`src/rtl/irq_arb_pkg.sv`:
```
package irq_arb_pkg;
  typedef logic [1:0] lvl_t;
  localparam lvl_t LVL_TOP   = 2'd3;
  localparam int   NMI_CNT   = 3;
  localparam int   VEC_RESET = 0;
  localparam int   VEC_TLI   = 1;
  localparam int   VEC_TRAP  = 2;
endpackage

```
`src/rtl/irq_edge_cap.sv`:
```
module irq_edge_cap #(
  parameter int LINES      = 2,
  parameter int GRP_W      = 2,
  parameter bit GROUP_NAND = 1'b1
) (
  input  logic                   clk,
  input  logic                   rst,
  input  logic [LINES*GRP_W-1:0] pins,
  input  logic [LINES-1:0]       clr,
  output logic [LINES-1:0]       pend
);
  logic [LINES-1:0] line, prev, rise;

  for (genvar g = 0; g < LINES; g++) begin : g_line
    if (GROUP_NAND) begin : g_nand
      assign line[g] = ~&pins[g*GRP_W +: GRP_W];
    end else begin : g_plain
      assign line[g] = |pins[g*GRP_W +: GRP_W];
    end
    assign rise[g] = line[g] & ~prev[g];

    always_ff @(posedge clk) begin
      if (rst) begin
        prev[g] <= 1'b0;
        pend[g] <= 1'b0;
      end else begin
        prev[g] <= line[g];
        if (rise[g])      pend[g] <= 1'b1;
        else if (clr[g])  pend[g] <= 1'b0;
      end
    end


    edge_latch_chk: assert property (@(posedge clk) disable iff (rst)
      (line[g] && !prev[g]) |=> pend[g]);
  end
endmodule

```
`src/rtl/irq_level_sel.sv`:
```
module irq_level_sel
  import irq_arb_pkg::*;
#(
  parameter int N  = 6,
  parameter int IW = (N > 1) ? $clog2(N) : 1
) (
  input  logic [N-1:0]   pend,
  input  logic [N-1:0]   en,
  input  logic [2*N-1:0] lvl,
  input  lvl_t           cur_lvl,
  output logic           hit,
  output logic [IW-1:0]  win_idx,
  output lvl_t           win_lvl
);
  logic [N-1:0] elig;
  logic [3:0]   has_lvl;

  for (genvar i = 0; i < N; i++) begin : g_elig
    assign elig[i] = pend[i] & en[i] & (lvl[2*i +: 2] > cur_lvl);
  end

  always_comb begin
    has_lvl = '0;
    for (int i = 0; i < N; i++) begin
      if (elig[i]) has_lvl[lvl[2*i +: 2]] = 1'b1;
    end
  end

  always_comb begin
    if (has_lvl[3])      win_lvl = 2'd3;
    else if (has_lvl[2]) win_lvl = 2'd2;
    else                 win_lvl = 2'd1;
  end

  assign hit = |elig;

  always_comb begin
    win_idx = '0;
    for (int i = N - 1; i >= 0; i--) begin
      if (elig[i] && lvl[2*i +: 2] == win_lvl) win_idx = IW'(i);
    end
  end
endmodule

```
`src/rtl/irq_arbiter.sv`:
```
module irq_arbiter
  import irq_arb_pkg::*;
#(
  parameter int N_EXT = 2,
  parameter int GRP_W = 2,
  parameter int N_PER = 4,
  localparam int N_SRC = N_EXT + N_PER,
  localparam int N_VEC = N_SRC + NMI_CNT,
  localparam int VW    = $clog2(N_VEC),
  localparam int IW    = (N_SRC > 1) ? $clog2(N_SRC) : 1
) (
  input  logic                   clk,
  input  logic                   rst,
  input  logic                   tli_pin,
  input  logic                   trap_req,
  input  logic [N_EXT*GRP_W-1:0] ext_pins,
  input  logic [N_PER-1:0]       per_flag,
  input  logic [N_PER-1:0]       per_clr,
  input  logic [N_SRC-1:0]       src_en,
  input  logic [2*N_SRC-1:0]     src_lvl,
  input  logic                   lvl_load,
  input  logic [1:0]             lvl_new,
  output logic                   take,
  output logic [VW-1:0]          vec_idx,
  output logic [1:0]             run_lvl,
  output logic                   wake
);
  logic             reset_pend, trap_pend, tli_pend;
  logic [N_EXT-1:0] ext_pend, ext_clr;
  logic [N_PER-1:0] per_pend;
  logic             m_hit;
  logic [IW-1:0]    m_idx;
  lvl_t             m_lvl;
  logic             grant, tli_clr, trap_clr, reset_clr, m_grant;
  logic [VW-1:0]    sel_vec;
  lvl_t             sel_lvl;

  irq_edge_cap #(.LINES(1), .GRP_W(1), .GROUP_NAND(1'b0)) u_tli (
    .clk(clk), .rst(rst), .pins(tli_pin), .clr(tli_clr), .pend(tli_pend));

  irq_edge_cap #(.LINES(N_EXT), .GRP_W(GRP_W), .GROUP_NAND(1'b1)) u_ext (
    .clk(clk), .rst(rst), .pins(ext_pins), .clr(ext_clr), .pend(ext_pend));

  irq_level_sel #(.N(N_SRC), .IW(IW)) u_sel (
    .pend({per_pend, ext_pend}), .en(src_en), .lvl(src_lvl),
    .cur_lvl(run_lvl), .hit(m_hit), .win_idx(m_idx), .win_lvl(m_lvl));

  always_comb begin
    reset_clr = 1'b0;
    tli_clr   = 1'b0;
    trap_clr  = 1'b0;
    m_grant   = 1'b0;
    sel_lvl   = LVL_TOP;
    sel_vec   = '0;
    if (reset_pend) begin
      reset_clr = 1'b1;
      sel_vec   = VW'(VEC_RESET);
    end else if (tli_pend) begin
      tli_clr   = 1'b1;
      sel_vec   = VW'(VEC_TLI);
    end else if (trap_pend) begin
      trap_clr  = 1'b1;
      sel_vec   = VW'(VEC_TRAP);
    end else if (m_hit) begin
      m_grant   = 1'b1;
      sel_lvl   = m_lvl;
      sel_vec   = VW'(NMI_CNT) + VW'(m_idx);
    end
  end

  assign grant = reset_clr | tli_clr | trap_clr | m_grant;

  for (genvar i = 0; i < N_EXT; i++) begin : g_ext_clr
    assign ext_clr[i] = m_grant && (m_idx == IW'(i));
  end

  always_ff @(posedge clk) begin
    if (rst) begin
      reset_pend <= 1'b1;
      trap_pend  <= 1'b0;
      per_pend   <= '0;
      take       <= 1'b0;
      vec_idx    <= '0;
      run_lvl    <= LVL_TOP;
    end else begin
      reset_pend <= reset_pend & ~reset_clr;
      trap_pend  <= trap_req | (trap_pend & ~trap_clr);
      per_pend   <= (per_pend | per_flag) & ~per_clr;
      take       <= grant;
      if (grant) vec_idx <= sel_vec;
      if (grant)         run_lvl <= sel_lvl;
      else if (lvl_load) run_lvl <= lvl_new;
    end
  end

  assign wake = reset_pend | tli_pend | trap_pend | (|ext_pend);


  rst_vec_chk: assert property (@(posedge clk) disable iff (rst)
    $fell(rst) |=> take && vec_idx == VW'(VEC_RESET) && run_lvl == LVL_TOP);

  lvl_rise_chk: assert property (@(posedge clk) disable iff (rst)
    (take && vec_idx >= VW'(NMI_CNT)) |-> run_lvl > $past(run_lvl));

  nmi_lvl_chk: assert property (@(posedge clk) disable iff (rst)
    (take && vec_idx < VW'(NMI_CNT)) |-> run_lvl == LVL_TOP);

  take_src_chk: assert property (@(posedge clk) disable iff (rst)
    !(reset_pend || tli_pend || trap_pend || (|ext_pend) || (|per_pend)) |=> !take);

  lvl_load_chk: assert property (@(posedge clk) disable iff (rst)
    lvl_load |=> take || run_lvl == $past(lvl_new));
endmodule

```
`config.mk`:
```
export PLATFORM = sky130hd
export DESIGN_NAME = irq_arbiter
export DESIGN_NICKNAME = d
export VERILOG_FILES = /design/src/rtl/irq_arb_pkg.sv /design/src/rtl/irq_edge_cap.sv /design/src/rtl/irq_level_sel.sv /design/src/rtl/irq_arbiter.sv
export SDC_FILE = /design/constraint.sdc
export NUM_CORES = 1
export LEC_CHECK = 0
export ABC_AREA = 1
export BUFFER_PORTS_ARGS = -buffer_cell sky130_fd_sc_hd__buf_2
export CAP_MARGIN = 20
export CORE_MARGIN = 10
export CORE_UTILIZATION = 53
export DETAILED_ROUTE_END_ITERATION = 6
export PLACE_DENSITY_LB_ADDON = 0.15
export SYNTH_ARGS = -nofsm -noshare
export SYNTH_HDL_FRONTEND = slang
export SYNTH_SLANG_ARGS = --single-unit
```
`constraint.sdc`:
```
create_clock -name clk -period 3.2 [get_ports clk]
set_clock_uncertainty 0.05 [all_clocks]
set_input_delay 0.32 -clock clk [delete_from_list [all_inputs] [get_ports clk]]
set_output_delay 0.32 -clock clk [all_outputs]
set_load 0.03 [all_outputs]
```
# After elaboration in Yosys (flattened, before gate mapping)
# Cells that the tools add are included.
# Widths: inputs -> output; s select.
# classes
mux,52
bitwise_logic,37
eq_ne,7
magnitude_cmp,18
n_addsub,1
reduce_logical,25
# op_table
operator,count
$mux 4,10
$or 4x4->4,6
$mux 1,22
$lt 2x3->1 const B,6
$mux 3,6
$and 1x1->1,17
$mux 2,8
$logic_and 1x1->1,14
$demux 1 s2,6
$eq 2x2->1,6
$ge 2x1->1 const B,6
$gt 2x2->1,6
$reduce_bool 2->1,4
$or 1x1->1,7
$reduce_or 6->1,1
$not 1->1,5
$add 2x3->4 const A,1
$and 4x4->4,1
$not 4->4,1
$reduce_and 2->1,2
$eq 3x1->1 const B,1
$logic_not 3->1,1
$logic_not 1->1,2
$reduce_or 2->1,1
# totals
regBits,19
output_inout_bits,8
in_bits,37
elab_cells,152

# Longest topological paths before layout
# depth
ltp_word,30
ltp_mapped,24
ltp_nobuf,24

# Cells and area by module
# From an unflattened synthesis, not the netlist that was laid out.
# hier_totals
hier_cells,263
area_unflattened_um2,1686.6
# by_module_without_submodules
mod,cells_each,instances,area_each_um2,seq_area_each_um2
irq_level_sel,146,1,834.6,0.0
irq_arbiter,88,1,630.6,260.2
irq_edge_cap (u_ext),19,1,143.9,80.1
irq_edge_cap (u_tli),10,1,77.6,40.0

# Least setup slack after synthesis
# No wires, ideal clock.
# synth_timing
path_type,register -> register
from,reg run_lvl[1]
to,reg vec_idx[1]
setup_time_ns,0.122
path_slack_ns,0.489
t_arrival_ns,2.539
required_ns,3.028
path_stages_with_launch,19
path_buffers,0
period_less_slack_ns,2.711
cell_sequence,dfxtp_1 > inv_1 > ha_1 > nand2_1 > nand2_1 > nand3b_2 > nand3_2 > nor2_8 > nand2_4 > a21oi_1 > o21ai_1 > nand2_1 > nand2_1 > nand2_1 > nand2_2 > ha_1 > nor2_1 > o21ai_0 > a21oi_1
# synth_via
elab_chain_cells,28
elab_cells_between_ends,54
cone_classes,add/sub (1); order compare (6); eq/ne (6); mux (22); bitwise (12); reduce/logical (7)
# synth_lines
element,line_no,text
start: declaration,irq_arbiter.sv:25,"output logic [1:0] run_lvl,"
start signal: assignment,irq_arbiter.sv:91,if (grant) run_lvl <= sel_lvl;
start signal: assignment,irq_arbiter.sv:92,else if (lvl_load) run_lvl <= lvl_new;
$gt 2x2->1,irq_level_sel.sv:19,assign elig[i] = pend[i] & en[i] & (lvl[2*i +: 2] > cur_lvl);
$and 1x1->1,irq_level_sel.sv:19,
$mux 4,irq_level_sel.sv:25,if (elig[i]) has_lvl[lvl[2*i +: 2]] = 1'b1;
$or 4x4->4 (no source line),-,
$mux 4,irq_level_sel.sv:25,
$or 4x4->4 (no source line),-,
$mux 4,irq_level_sel.sv:25,
$or 4x4->4 (no source line),-,
(+7 left out),-,
$eq 2x2->1,irq_level_sel.sv:40,if (elig[i] && lvl[2*i +: 2] == win_lvl) win_idx = IW'(i);
$logic_and 1x1->1,irq_level_sel.sv:40,
$mux 3 (6 in series),irq_level_sel.sv:40,
$add 2x3->4,irq_arbiter.sv:67,sel_vec = VW'(NMI_CNT) + VW'(m_idx);
$mux 4,irq_arbiter.sv:64,end else if (m_hit) begin
$mux 4,irq_arbiter.sv:61,end else if (trap_pend) begin
$mux 4,irq_arbiter.sv:58,end else if (tli_pend) begin
$mux 4,irq_arbiter.sv:55,if (reset_pend) begin
end signal: assignment,irq_arbiter.sv:90,if (grant) vec_idx <= sel_vec;
end: declaration,irq_arbiter.sv:24,"output logic [VW-1:0] vec_idx,"
# Parallel ways exist; a longest one is shown, timed or not.
# A chain may end at the register's enable or synchronous reset.

# Worst setup path after layout
# layout_timing
from,reg run_lvl[0]
to,reg vec_idx[1]
# The elaborated chain is that of the path after synthesis.

==> impl_metrics.tcl <==
set metrics [dict create \
    max_freq_ghz 0.352 \
    grt_pass1_vias 1677 \
    cellPowerDensity_nw_per_um2 292 \
    clk_latency_ps 300 \
    clk_pin_slew_ps 120 \
    syn_to_final_growth_pct 16.6 \
    drt_iter0_drc 59 \
    io_buffers 44 \
    holdBufCountCts 0 \
    setup_tns_ps 0 \
    start_util_pct 54.9 \
    critPathArrivalTime_ps 2980 \
    ys_seq_area_share_pct 22.7 \
    rrSetupSlack_ps 360 \
    via_per_inst 4.78 \
    r2r_end "vec_idx[1]" \
    wl_per_cell_um 11.4 \
    status "finished, final reports clean" \
    crit_type "reg -> reg" \
    grt_pass1_wl_um 7040 \
    period_share_pct 88.7 \
    reg2reg_from "run_lvl[0]" \
    cp-endpoint "vec_idx[1]" \
    critPathMaxFanout 8 \
    vdd_ir_drop_max_mv 0.268 \
    ctsResizeCount 0 \
    drc 0 \
    synth_simple_gate_area_share_pct 42.8 \
    yosysUniqueCellTypes 28 \
    fp.dieH_um 76.2 \
    dp_hpwl_um 3350 \
    pre_cts_slack_ps 409 \
    gp_congestion 0.858 \
    hp-class "in -> reg" \
    dr.pass1.iters 4 \
    end_kind "flip-flop" \
    worst-path-buf-inv 2 \
    cp.required_ps 3340 \
    dieArea_um2 5810 \
    synth_top_family_by_area "simple AND/OR/NAND/NOR gates" \
    netlist_instances 259 \
    syn-num-nets 311 \
    num_antenna_cells 0 \
    io_pins 45 \
    cts_setup_buffers 0 \
    track_usage_pct 13.6 \
    crit_family "simple AND/OR/NAND/NOR gates" \
    ys_ff_latch 19 \
    fp.dieW_um 76.2 \
    core-area_um2 3050 \
    maxCapViolCount 0 \
    antenna_found_initial 0 \
    drive_gt1_share_pct 29.8 \
    wirelength_um 3980 \
    worst_path_max_delay_cell "dfxtp_1" \
    nNetsFinal 358 \
    cts_buffers 3 \
    slowest_delay_ps 600 \
    synth_xor_area_share_pct 0 \
    cts.sinks 19 \
    drv_slew 0 \
    setup_viol 0 \
    clockBufferDepth 2 \
    cts_tree "built" \
    rr_worst_depth 21 \
    syn_area_um2 1680 \
    muxShareOfSynthArea_pct 0 \
    synth_area_per_cell_um2 6.47 \
    rsz0062_at_grt "no" \
    start_kind "flip-flop" \
    grt_max_degree 19 \
    rows 20 \
    regArea_um2 380 \
    tightest_slew_ps 423 \
    crit_top_cell "nand2_1" \
    cts-htree-levels 1 \
    root_buffer "clkbuf_4" \
    synth_adder_area_share_pct 11.2 \
    min_period_ps 2840 \
    path_depth 21 \
    crit_chain "ha_1, nand2_1, inv_2, nor2_2, nand4_1, nand2_1, inv_1, nand2_4, nand2_4, nand2_2, nand2_2, nor2_1, nand2_1, nand2_1, nand2_1, nand2_1, nand2_2, ha_1, nor2_1, o21ai_0, a21oi_1" \
    grt_remaining_overflow 0 \
    n_fill_cell 322 \
    p_leak_nw 1.15 \
    setup_slack_ps 361 \
    finalHoldViolCount 0 \
    multi_input_area_um2 1070 \
    ys_warn_count 0 \
    slew_headroom_pct 71.8 \
    synth_compound_gate_area_share_pct 9.78 \
    utilization_pct 64.0 \
    critPathLaunch "run_lvl[0]" \
    ant_nets 0 \
    vias 1668 \
]
sequential cells by signal, indices dropped and copies added (netlist names), 2 cells and up:
register / flops
vec_idx: 4
per_pend: 4
run_lvl: 2
u_ext.prev: 2
u_ext.pend: 2
cell families (layout without fill, tap and decap cells):
logic type / Yosys count / count (layout)
flip-flops: 19 / 19
buffers and inverters: 56 / 102
adder cells (fa/ha/maj): 15 / 15
AND/OR/NAND/NOR: 145 / 145
AO/OA/AOI/OAI: 24 / 24
per-stage QoR:
stage | power [W] | hold WS [ps] | std cells | instance area (µm²)
global route | 0.000611 | 109 | 349 | 1950
finish | 0.000571 | 112 | 349 | 1950
floorplan | 0.000394 | 298 | 259 | 1680
global placement | 0.000445 | 408 | 345 | 1930
CTS | 0.000576 | 105 | 349 | 1950
detailed placement | 0.000449 | 411 | 345 | 1930
synth_stat cells (all sizes together):
cell type / n / area (µm²)
a21oi: 14 / 88.8
buf: 1 / 11.3
clkbuf: 1 / 13.8
clkinv: 1 / 3.75
dfxtp: 19 / 380
ha: 15 / 188
inv: 53 / 199
nand2: 78 / 340
nand3: 17 / 105
nand3b: 3 / 38.8
nand4: 4 / 25.0
nor2: 39 / 188
nor3: 4 / 20.0
o211ai: 5 / 42.5
o21ai: 3 / 15.0
o221ai: 2 / 17.5
cell usage in the layout, fill, tap and decap left out, types with 2 or more instances in the layout:
cell type,instances
nand2_1,65
inv_1,44
buf_2,44
nor2_1,30
dfxtp_1,19
ha_1,15
nand3_1,13
nand2_2,10
inv_2,9
a21oi_1,9
nor2_2,7
a21oi_2,5
nand4_1,4
nand3_2,4
o211ai_1,4
nor3_1,4
nand2_4,3
clkbuf_4,3
o21ai_1,2
o221ai_1,2
report_power, final:
| part | switching, W | internal (W) | total, W |
|---|---|---|---|
| combinational | 0.000115 | 0.0000683 | 0.000183 |
| sequential | 0.00000981 | 0.000251 | 0.000260 |
| clock | 0.0000807 | 0.0000467 | 0.000127 |
how the worst min path moves through the flow:
stage	start	end	slack, ps	cells past startpoint
global route	per_clr[3]	per_pend[3]	110	2
global placement	vec_idx[1]	vec_idx[1]	410	2
floorplan	rst	reset_pend	300	0
CTS	per_clr[3]	per_pend[3]	110	2
detailed placement	vec_idx[1]	vec_idx[1]	410	2
finish	per_clr[3]	per_pend[3]	110	2
final cells by class:
| cell class | count | share of cell area, % |
|---|---|---|
| flip-flops and latches | 19 | 19.5 |
| clock inverters | 1 | 0.256 |
| multi-input cells | 184 | 54.7 |
| inverters | 54 | 10.4 |
| repair buffers | 44 | 11.3 |
| well taps | 44 | 2.82 |
| clock buffers | 3 | 1.15 |
routing by layer:
layer  GRT usage (%)  vias up  wire, µm
li1                -      896         -
met1            16.5      728      1900
met2            23.2       38      1790
met3            3.77        6       239
met4            3.16        0        55
met5               0        -         0
worst register-to-register path: cells and delay by family (launching register included):
kind / cells / cell delay [ps]
AND/OR/NAND/NOR: 15 / 1130
adder cells (fa/ha/maj): 2 / 600
flip-flops: 1 / 600
AO/OA/AOI/OAI: 2 / 210
buffers and inverters: 2 / 130
No activity file was read; power rests on OpenSTA's default activity.
